**config.mk**
```make
export PLATFORM = sky130hd
export DESIGN_NAME = obx_matcher
export DESIGN_NICKNAME = d
export VERILOG_FILES = /design/src/rtl/obx_pkg.sv /design/src/rtl/obx_rst_sync.sv /design/src/rtl/obx_cfg_regs.sv /design/src/rtl/obx_region_cmp.sv /design/src/rtl/obx_prio_sel.sv /design/src/rtl/obx_matcher.sv
export SDC_FILE = /design/constraint.sdc
export NUM_CORES = 2
export LEC_CHECK = 0
export BUFFER_PORTS_ARGS = -buffer_cell sky130_fd_sc_hd__clkbuf_2
export CAP_MARGIN = 5
export CORE_ASPECT_RATIO = 0.75
export CORE_MARGIN = 2
export CORE_UTILIZATION = 58
export DETAILED_ROUTE_END_ITERATION = 8
export MAX_ROUTING_LAYER = met4
export PLACE_DENSITY = 0.84
export SYNTH_ARGS = -nofsm -noshare
export SYNTH_HDL_FRONTEND = slang
export SYNTH_SLANG_ARGS = --single-unit
```
**constraint.sdc**
```tcl
create_clock -name clk -period 19 [get_ports clk]
set_clock_uncertainty 0.1 [all_clocks]
set_input_delay 0.95 -clock clk [delete_from_list [all_inputs] [get_ports clk]]
set_output_delay 0.95 -clock clk [all_outputs]
set_load 0.03 [all_outputs]
```
**src/rtl/obx_pkg.sv**
```systemverilog
package obx_pkg;
  localparam int ADDR_W    = 64;
  localparam int HALF_W    = 32;
  localparam int GRAN_BITS = 16;
  localparam int PAGE_W    = HALF_W - GRAN_BITS;
  localparam int TYPE_W    = 5;
  localparam int FUNC_W    = 3;
  localparam int CFG_AW    = 4;
  localparam int VIEW_IDX_W = 8;

  // field positions inside the written words
  localparam int CTRL_TYPE_LSB = 0;
  localparam int CTRL_FUNC_LSB = 8;
  localparam int CTRL_EXT_BIT  = 16;
  localparam int ENA_BIT       = 31;
  localparam int VIEW_DIR_BIT  = 31;

  typedef enum logic [CFG_AW-1:0] {
    REG_VIEW    = 4'd0,
    REG_CTRL    = 4'd1,
    REG_ENA     = 4'd2,
    REG_BASE_LO = 4'd3,
    REG_BASE_HI = 4'd4,
    REG_LIM_LO  = 4'd5,
    REG_LIM_HI  = 4'd6,
    REG_TGT_LO  = 4'd7,
    REG_TGT_HI  = 4'd8
  } cfg_reg_e;

  typedef struct packed {
    logic              en;
    logic              ext;
    logic [TYPE_W-1:0] typ;
    logic [FUNC_W-1:0] func;
    logic [PAGE_W-1:0] base_lo;
    logic [HALF_W-1:0] base_hi;
    logic [PAGE_W-1:0] lim_lo;
    logic [HALF_W-1:0] lim_hi;
    logic [PAGE_W-1:0] tgt_lo;
    logic [HALF_W-1:0] tgt_hi;
  } region_t;
endpackage

```
**src/rtl/obx_rst_sync.sv**
```systemverilog
module obx_rst_sync (
  input  logic clk,
  input  logic rst_n,
  output logic rst_n_sync
);
  logic stage_q;
  logic out_q;

  always_ff @(posedge clk or negedge rst_n) begin
    if (!rst_n) begin
      stage_q <= 1'b0;
      out_q   <= 1'b0;
    end else begin
      stage_q <= 1'b1;
      out_q   <= stage_q;
    end
  end

  assign rst_n_sync = out_q;
endmodule

```
**src/rtl/obx_cfg_regs.sv**
```systemverilog
module obx_cfg_regs
  import obx_pkg::*;
#(
  parameter int NUM_REGIONS = 4
) (
  input  logic                          clk,
  input  logic                          rst_n,
  input  logic                          cfg_we,
  input  logic [CFG_AW-1:0]             cfg_addr,
  input  logic [HALF_W-1:0]             cfg_wdata,
  output region_t [NUM_REGIONS-1:0]     regions,
  output logic                          view_inbound
);
  logic                  view_dir_q, view_dir_d;
  logic [VIEW_IDX_W-1:0] view_idx_q, view_idx_d;
  logic                  view_wr;

  assign view_wr = cfg_we && (cfg_addr == REG_VIEW);

  // viewport next state
  always_comb begin
    view_dir_d = view_dir_q;
    view_idx_d = view_idx_q;
    if (view_wr) begin
      view_dir_d = cfg_wdata[VIEW_DIR_BIT];
      view_idx_d = cfg_wdata[VIEW_IDX_W-1:0];
    end
  end

  always_ff @(posedge clk or negedge rst_n) begin
    if (!rst_n) begin
      view_dir_q <= 1'b0;
      view_idx_q <= '0;
    end else if (view_wr) begin
      view_dir_q <= view_dir_d;
      view_idx_q <= view_idx_d;
    end
  end

  assign view_inbound = view_dir_q;

  for (genvar r = 0; r < NUM_REGIONS; r++) begin : g_rgn
    region_t rgn_q, rgn_d;
    logic    rgn_wr;

    assign rgn_wr = cfg_we && !view_dir_q &&
                    (view_idx_q == VIEW_IDX_W'(r)) &&
                    (cfg_addr != REG_VIEW);

    always_comb begin
      rgn_d = rgn_q;
      case (cfg_reg_e'(cfg_addr))
        REG_CTRL: begin
          rgn_d.typ  = cfg_wdata[CTRL_TYPE_LSB +: TYPE_W];
          rgn_d.func = cfg_wdata[CTRL_FUNC_LSB +: FUNC_W];
          rgn_d.ext  = cfg_wdata[CTRL_EXT_BIT];
        end
        REG_ENA:     rgn_d.en      = cfg_wdata[ENA_BIT];
        REG_BASE_LO: rgn_d.base_lo = cfg_wdata[HALF_W-1:GRAN_BITS];
        REG_BASE_HI: rgn_d.base_hi = cfg_wdata;
        REG_LIM_LO:  rgn_d.lim_lo  = cfg_wdata[HALF_W-1:GRAN_BITS];
        REG_LIM_HI:  rgn_d.lim_hi  = cfg_wdata;
        REG_TGT_LO:  rgn_d.tgt_lo  = cfg_wdata[HALF_W-1:GRAN_BITS];
        REG_TGT_HI:  rgn_d.tgt_hi  = cfg_wdata;
        default: ;
      endcase
    end

    always_ff @(posedge clk or negedge rst_n) begin
      if (!rst_n) begin
        rgn_q <= '0;
      end else if (rgn_wr) begin
        rgn_q <= rgn_d;
      end
    end

    assign regions[r] = rgn_q;
  end
endmodule

```
**src/rtl/obx_region_cmp.sv**
```systemverilog
module obx_region_cmp
  import obx_pkg::*;
(
  input  logic              en,
  input  logic              ext,
  input  logic [PAGE_W-1:0] base_lo,
  input  logic [HALF_W-1:0] base_hi,
  input  logic [PAGE_W-1:0] lim_lo,
  input  logic [HALF_W-1:0] lim_hi,
  input  logic [PAGE_W-1:0] tgt_lo,
  input  logic [HALF_W-1:0] tgt_hi,
  input  logic [ADDR_W-1:0] addr,
  output logic              hit,
  output logic [ADDR_W-1:0] xlat
);
  logic [ADDR_W-1:0] start_addr;
  logic [ADDR_W-1:0] end_addr;
  logic [ADDR_W-1:0] tgt_addr;
  logic [HALF_W-1:0] end_hi;

  always_comb begin
    // upper end word: base word unless the extended-limit flag is set
    end_hi     = ext ? lim_hi : base_hi;
    start_addr = {base_hi, base_lo, {GRAN_BITS{1'b0}}};
    end_addr   = {end_hi, lim_lo, {GRAN_BITS{1'b1}}};
    tgt_addr   = {tgt_hi, tgt_lo, {GRAN_BITS{1'b0}}};
    hit        = en && (addr >= start_addr) && (addr <= end_addr);
    xlat       = tgt_addr + (addr - start_addr);
  end
endmodule

```
**src/rtl/obx_prio_sel.sv**
```systemverilog
module obx_prio_sel
  import obx_pkg::*;
#(
  parameter int NUM_REGIONS = 4
) (
  input  logic [NUM_REGIONS-1:0]             hit_vec,
  input  logic [NUM_REGIONS-1:0][ADDR_W-1:0] xlat_vec,
  input  logic [NUM_REGIONS-1:0][TYPE_W-1:0] typ_vec,
  input  logic [NUM_REGIONS-1:0][FUNC_W-1:0] func_vec,
  output logic                               any_hit,
  output logic [ADDR_W-1:0]                  sel_xlat,
  output logic [TYPE_W-1:0]                  sel_typ,
  output logic [FUNC_W-1:0]                  sel_func
);
  localparam int IDX_W = (NUM_REGIONS > 1) ? $clog2(NUM_REGIONS) : 1;

  logic [IDX_W-1:0] sel_idx;

  // lowest index wins: scan downwards so the last assignment is the lowest
  always_comb begin
    sel_idx = '0;
    for (int i = NUM_REGIONS - 1; i >= 0; i--) begin
      if (hit_vec[i]) sel_idx = IDX_W'(i);
    end
  end

  assign any_hit  = |hit_vec;
  assign sel_xlat = xlat_vec[sel_idx];
  assign sel_typ  = typ_vec[sel_idx];
  assign sel_func = func_vec[sel_idx];
endmodule

```
**src/rtl/obx_matcher.sv**
```systemverilog
module obx_matcher
  import obx_pkg::*;
#(
  parameter int NUM_REGIONS = 4
) (
  input  logic              clk,
  input  logic              rst_n,
  input  logic              cfg_we,
  input  logic [3:0]        cfg_addr,
  input  logic [31:0]       cfg_wdata,
  input  logic              req_valid,
  input  logic [63:0]       req_addr,
  output logic              rsp_valid,
  output logic              rsp_hit,
  output logic              rsp_miss,
  output logic [63:0]       rsp_addr,
  output logic [4:0]        rsp_type,
  output logic [2:0]        rsp_func
);
  logic                              rst_n_sync;
  region_t [NUM_REGIONS-1:0]         regions;
  logic                              view_inbound;
  logic [NUM_REGIONS-1:0]            region_en;
  logic [NUM_REGIONS-1:0]            hit_vec;
  logic [NUM_REGIONS-1:0][ADDR_W-1:0] xlat_vec;
  logic [NUM_REGIONS-1:0][TYPE_W-1:0] typ_vec;
  logic [NUM_REGIONS-1:0][FUNC_W-1:0] func_vec;
  logic                              any_hit;
  logic [ADDR_W-1:0]                 sel_xlat;
  logic [TYPE_W-1:0]                 sel_typ;
  logic [FUNC_W-1:0]                 sel_func;

  obx_rst_sync u_rst (
    .clk        (clk),
    .rst_n      (rst_n),
    .rst_n_sync (rst_n_sync)
  );

  obx_cfg_regs #(.NUM_REGIONS(NUM_REGIONS)) u_cfg (
    .clk          (clk),
    .rst_n        (rst_n_sync),
    .cfg_we       (cfg_we),
    .cfg_addr     (cfg_addr),
    .cfg_wdata    (cfg_wdata),
    .regions      (regions),
    .view_inbound (view_inbound)
  );

  for (genvar r = 0; r < NUM_REGIONS; r++) begin : g_cmp
    assign region_en[r] = regions[r].en;
    assign typ_vec[r]   = regions[r].typ;
    assign func_vec[r]  = regions[r].func;

    obx_region_cmp u_cmp (
      .en      (regions[r].en),
      .ext     (regions[r].ext),
      .base_lo (regions[r].base_lo),
      .base_hi (regions[r].base_hi),
      .lim_lo  (regions[r].lim_lo),
      .lim_hi  (regions[r].lim_hi),
      .tgt_lo  (regions[r].tgt_lo),
      .tgt_hi  (regions[r].tgt_hi),
      .addr    (req_addr),
      .hit     (hit_vec[r]),
      .xlat    (xlat_vec[r])
    );
  end

  obx_prio_sel #(.NUM_REGIONS(NUM_REGIONS)) u_sel (
    .hit_vec  (hit_vec),
    .xlat_vec (xlat_vec),
    .typ_vec  (typ_vec),
    .func_vec (func_vec),
    .any_hit  (any_hit),
    .sel_xlat (sel_xlat),
    .sel_typ  (sel_typ),
    .sel_func (sel_func)
  );

  // result register: next state
  logic              valid_q, valid_d;
  logic              hit_q, hit_d;
  logic              miss_q, miss_d;
  logic [ADDR_W-1:0] addr_q, addr_d;
  logic [TYPE_W-1:0] typ_q, typ_d;
  logic [FUNC_W-1:0] func_q, func_d;

  always_comb begin
    valid_d = req_valid;
    hit_d   = req_valid && any_hit;
    miss_d  = req_valid && !any_hit;
    addr_d  = any_hit ? sel_xlat : req_addr;
    typ_d   = any_hit ? sel_typ  : '0;
    func_d  = any_hit ? sel_func : '0;
  end

  always_ff @(posedge clk or negedge rst_n_sync) begin
    if (!rst_n_sync) begin
      valid_q <= 1'b0;
      hit_q   <= 1'b0;
      miss_q  <= 1'b0;
    end else begin
      valid_q <= valid_d;
      hit_q   <= hit_d;
      miss_q  <= miss_d;
    end
  end

  always_ff @(posedge clk or negedge rst_n_sync) begin
    if (!rst_n_sync) begin
      addr_q <= '0;
      typ_q  <= '0;
      func_q <= '0;
    end else if (req_valid) begin
      addr_q <= addr_d;
      typ_q  <= typ_d;
      func_q <= func_d;
    end
  end

  assign rsp_valid = valid_q;
  assign rsp_hit   = hit_q;
  assign rsp_miss  = miss_q;
  assign rsp_addr  = addr_q;
  assign rsp_type  = typ_q;
  assign rsp_func  = func_q;
endmodule

```
==> reports/metrics.yaml <==
ys_async_sr_fraction_pct: 100
core_area_um2: 95400
clk_pin_slew_ns: 0.07
min_path_type: "reg2reg"
seq_area_frac_synth_pct: 31.5
timing.hold.ws_ns: 0.259
multi_input_area_um2: 34000
worst-path-buf-inv: 2
row_count: 98
irDropWorstVdd_mv: 0.0758
worstSetupEndpointType: "flop"
synth_edf_count: 0
vias: 49600
start_kind: "flop"
first_iter_violations: 7209
die_y_um: 273
syn_nets: 7108
powerDensity_nw_per_um2: 114
numCtsBuffers: 77
ys_warn_count: 0
nNetsFinal: 7160
cts_tree: "done"
max_stage_delay_ns: 1.10
htreeDepth: 3
ys.flop_type: "dfrtp_1"
die_w_um: 362
drv_cap: 0
nFillCells: 7939
finalSetupViolations: 0
yosysTopAreaCell: "dfrtp_1"
wire_per_inst_um: 28.8
worst_slew_pin_slew_ns: 1.44
antenna_found_initial: 10
ff_latch_area_um2: 17600
ys_types: 102
clk-insertion-delay-late_ns: 0.71
maxSlewViolCount: 0
initial_core_util_pct: 58.5
drive_above_1_share_pct: 12.2
grt_max_degree: 81
synth_most_common_cell: "inv_1"
wirelength_um: 218000
worstPathArrival_ns: 8.22
grt.overflow.total: 0
ios: 179
detailed_place_hpwl_um: 168000
ys_top_cells_by_area: "dfrtp_1, ha_1, fa_1, mux2_2, inv_1"
path_class: "reg2reg"
place_inst: 7436
fmax_mhz: 130
setup_tns_ns: 0
rsz0062_at_grt: "no"
clockBufferDepth: 3
slowest_stage: "nor4_1"
drc_errors: 0
grt_pass1_wl_um: 318000
synth_seq_cells: 702
instances_no_fill: 7585
max-slew-margin-rel_pct: 2.96
hold_viol: 0
required_ns: 19.52
synth.top_cell.area_share_pct: 31.5
status: "finished clean"
drtPass1Iterations: 6
grt.total_usage_pct: 45.3
via_per_inst: 6.53
first_global_vias: 47700
leakagePower_nw: 30.1
root_buffer: "clkbuf_16"
dieArea_um2: 98800
synth_area_um2: 55800
synth_commonest_cells: "inv_1, dfrtp_1, nand2_1, ha_1, o21ai_0"
netlist_instances: 6215
synth.avg_cell_area_um2: 8.98
post-route-min-period_ns: 7.70
gp_congestion: 1.12
postRouteAntennaNets: 0
finalCritPeriodShare_pct: 40.5
power_mw: 6.90
clock-sinks: 702
path_max_fanout: 46
syn_to_final_growth_pct: 8.50
critPathTopFamily: "simple AND/OR/NAND/NOR gates"
io_buffers: 178
crit_chain: "buf_4 -> mux2i_1 -> ha_1 -> nand4_1 -> nor2_1 -> nand4_1 -> nor4_1 -> a2bb2oi_1 -> nor3_1 -> o21bai_4 -> buf_4 -> nand2_1 -> o221ai_1 -> xnor2_1 -> mux2i_1 -> a21oi_1"
-- worst register-to-register path: stages, from the launching register on --
cell and delay, ns:
dfrtp_2 0.36, buf_4 0.55, mux2i_1 0.34, ha_1 0.35, nand4_1 0.21, nor2_1 0.80
nand4_1 0.43, nor4_1 1.10, a2bb2oi_1 0.26, nor3_1 0.14, o21bai_4 0.68, buf_4 0.65
nand2_1 0.73, o221ai_1 0.48, xnor2_1 0.16, mux2i_1 0.09, a21oi_1 0.18
-- path summary, 6_finish.rpt --
check                                   start            endpoint  slack [ns]  cells past startpoint
min reg2reg                     u_rst.stage_q    u_rst.rst_n_sync        0.26                      0
max in group asynchronous    u_rst.rst_n_sync  u_cfg.regions[460]       14.38                      4
min in group asynchronous    u_rst.rst_n_sync  u_cfg.regions[613]        0.33                      0
max reg2reg                u_cfg.regions[460]        rsp_addr[16]       11.30                     16
max                        u_cfg.regions[460]        rsp_addr[16]       11.30                     16
min                             u_rst.stage_q    u_rst.rst_n_sync        0.26                      0
-- final cells by class --
type / count / share of cell area [%]
multi-input combinational: 4315 / 56.0
sequential: 702 / 29.0
inverter: 936 / 5.80
clock buffer: 112 / 3.73
tap: 1250 / 2.58
timing repair buffer: 235 / 2.19
clock inverter: 28 / 0.620
antenna: 7 / 0.0289
-- metal layers --
| metal | vias to the layer above | wire (um) | share of wire [%] | global-route usage (%) |
|---|---|---|---|---|
| li1 | 21400 | - | - | - |
| met1 | 24400 | 89600 | 41 | 63.0 |
| met2 | 3221 | 83900 | 38 | 58.4 |
| met3 | 466 | 36200 | 17 | 19.1 |
| met4 | 0 | 8450 | 3.9 | 15.0 |
| met5 | - | 0 | 0 | - |
-- power by group --
part / switching [mW] / internal [mW] / leakage (nW)
Sequential: 0.162 / 1.67 / 8.20
Clock: 0.711 / 0.916 / 1.29
Combinational: 2.27 / 1.17 / 20.6
-- sequential cells by signal (all words and copies together), names as in the netlist --
register	flops
u_rst.stage_q	1
rsp_func	3
rsp_hit	1
rsp_addr	64
u_rst.rst_n_sync	1
rsp_miss	1
rsp_type	5
u_cfg.view_idx_q	8
u_cfg.view_inbound	1
rsp_valid	1
u_cfg.regions	616
-- through the flow --
step                instance area (um2)  util [%]  setup WS [ns]
finish                            60600      63.5          11.30
global placement                  57900      60.6          10.65
global route                      60600      63.5          11.16
detailed placement                57900      60.7          11.62
floorplan                         55800         -           7.49
CTS                               60600      63.5          11.63
-- what timing repair did --
item                                   4_1_cts  5_1_grt
hold buffers                                 1        0
buffers inserted                             0        0
gates resized for setup                      0        0
endpoints found under the hold margin        2        0
-- layout by cell type (no fill, tap or decap), drive strengths merged, types with 11 or more instances in the layout --
cell type,synthesis,final
or3,13,13
mux2i,146,146
clkinv,1,14
nand2b,26,26
a21boi,11,11
and4,19,19
a31oi,31,31
a221oi,31,31
o22ai,17,17
o31a,14,14
inv,935,940
nand2,605,605
nand4,109,109
o31ai,17,17
fa,188,188
o21bai,40,40
dfrtp,702,702
ha,601,601
nor2,269,269
nor3,51,51
and3,32,32
o221ai,14,14
o211ai,42,42
a221o,16,16
nor2b,32,32
and2,20,20
xnor2,127,127
xor2,74,74
a21o,187,187
a21oi,419,419
nor4,25,25
o21ai,497,497
mux2,329,329
nand3,93,93
a211oi,44,44
buf,39,57
o21a,16,16
clkbuf,223,289
a41oi,12,12
-- cell families after synthesis --
family                   count (synthesis)  synth area share, %
AO/OA/AOI/OAI                         1510                 16.8
AND/OR/NAND/NOR                       1339                 11.0
buffers and inverters                 1198                 8.07
adder cells (fa/ha/maj)                789                 20.2
flip-flops                             702                 31.5
multiplexers                           475                 9.25
XOR/XNOR                               201                 3.15
other                                    1              0.00672
(Power assumes the default switching activity.)
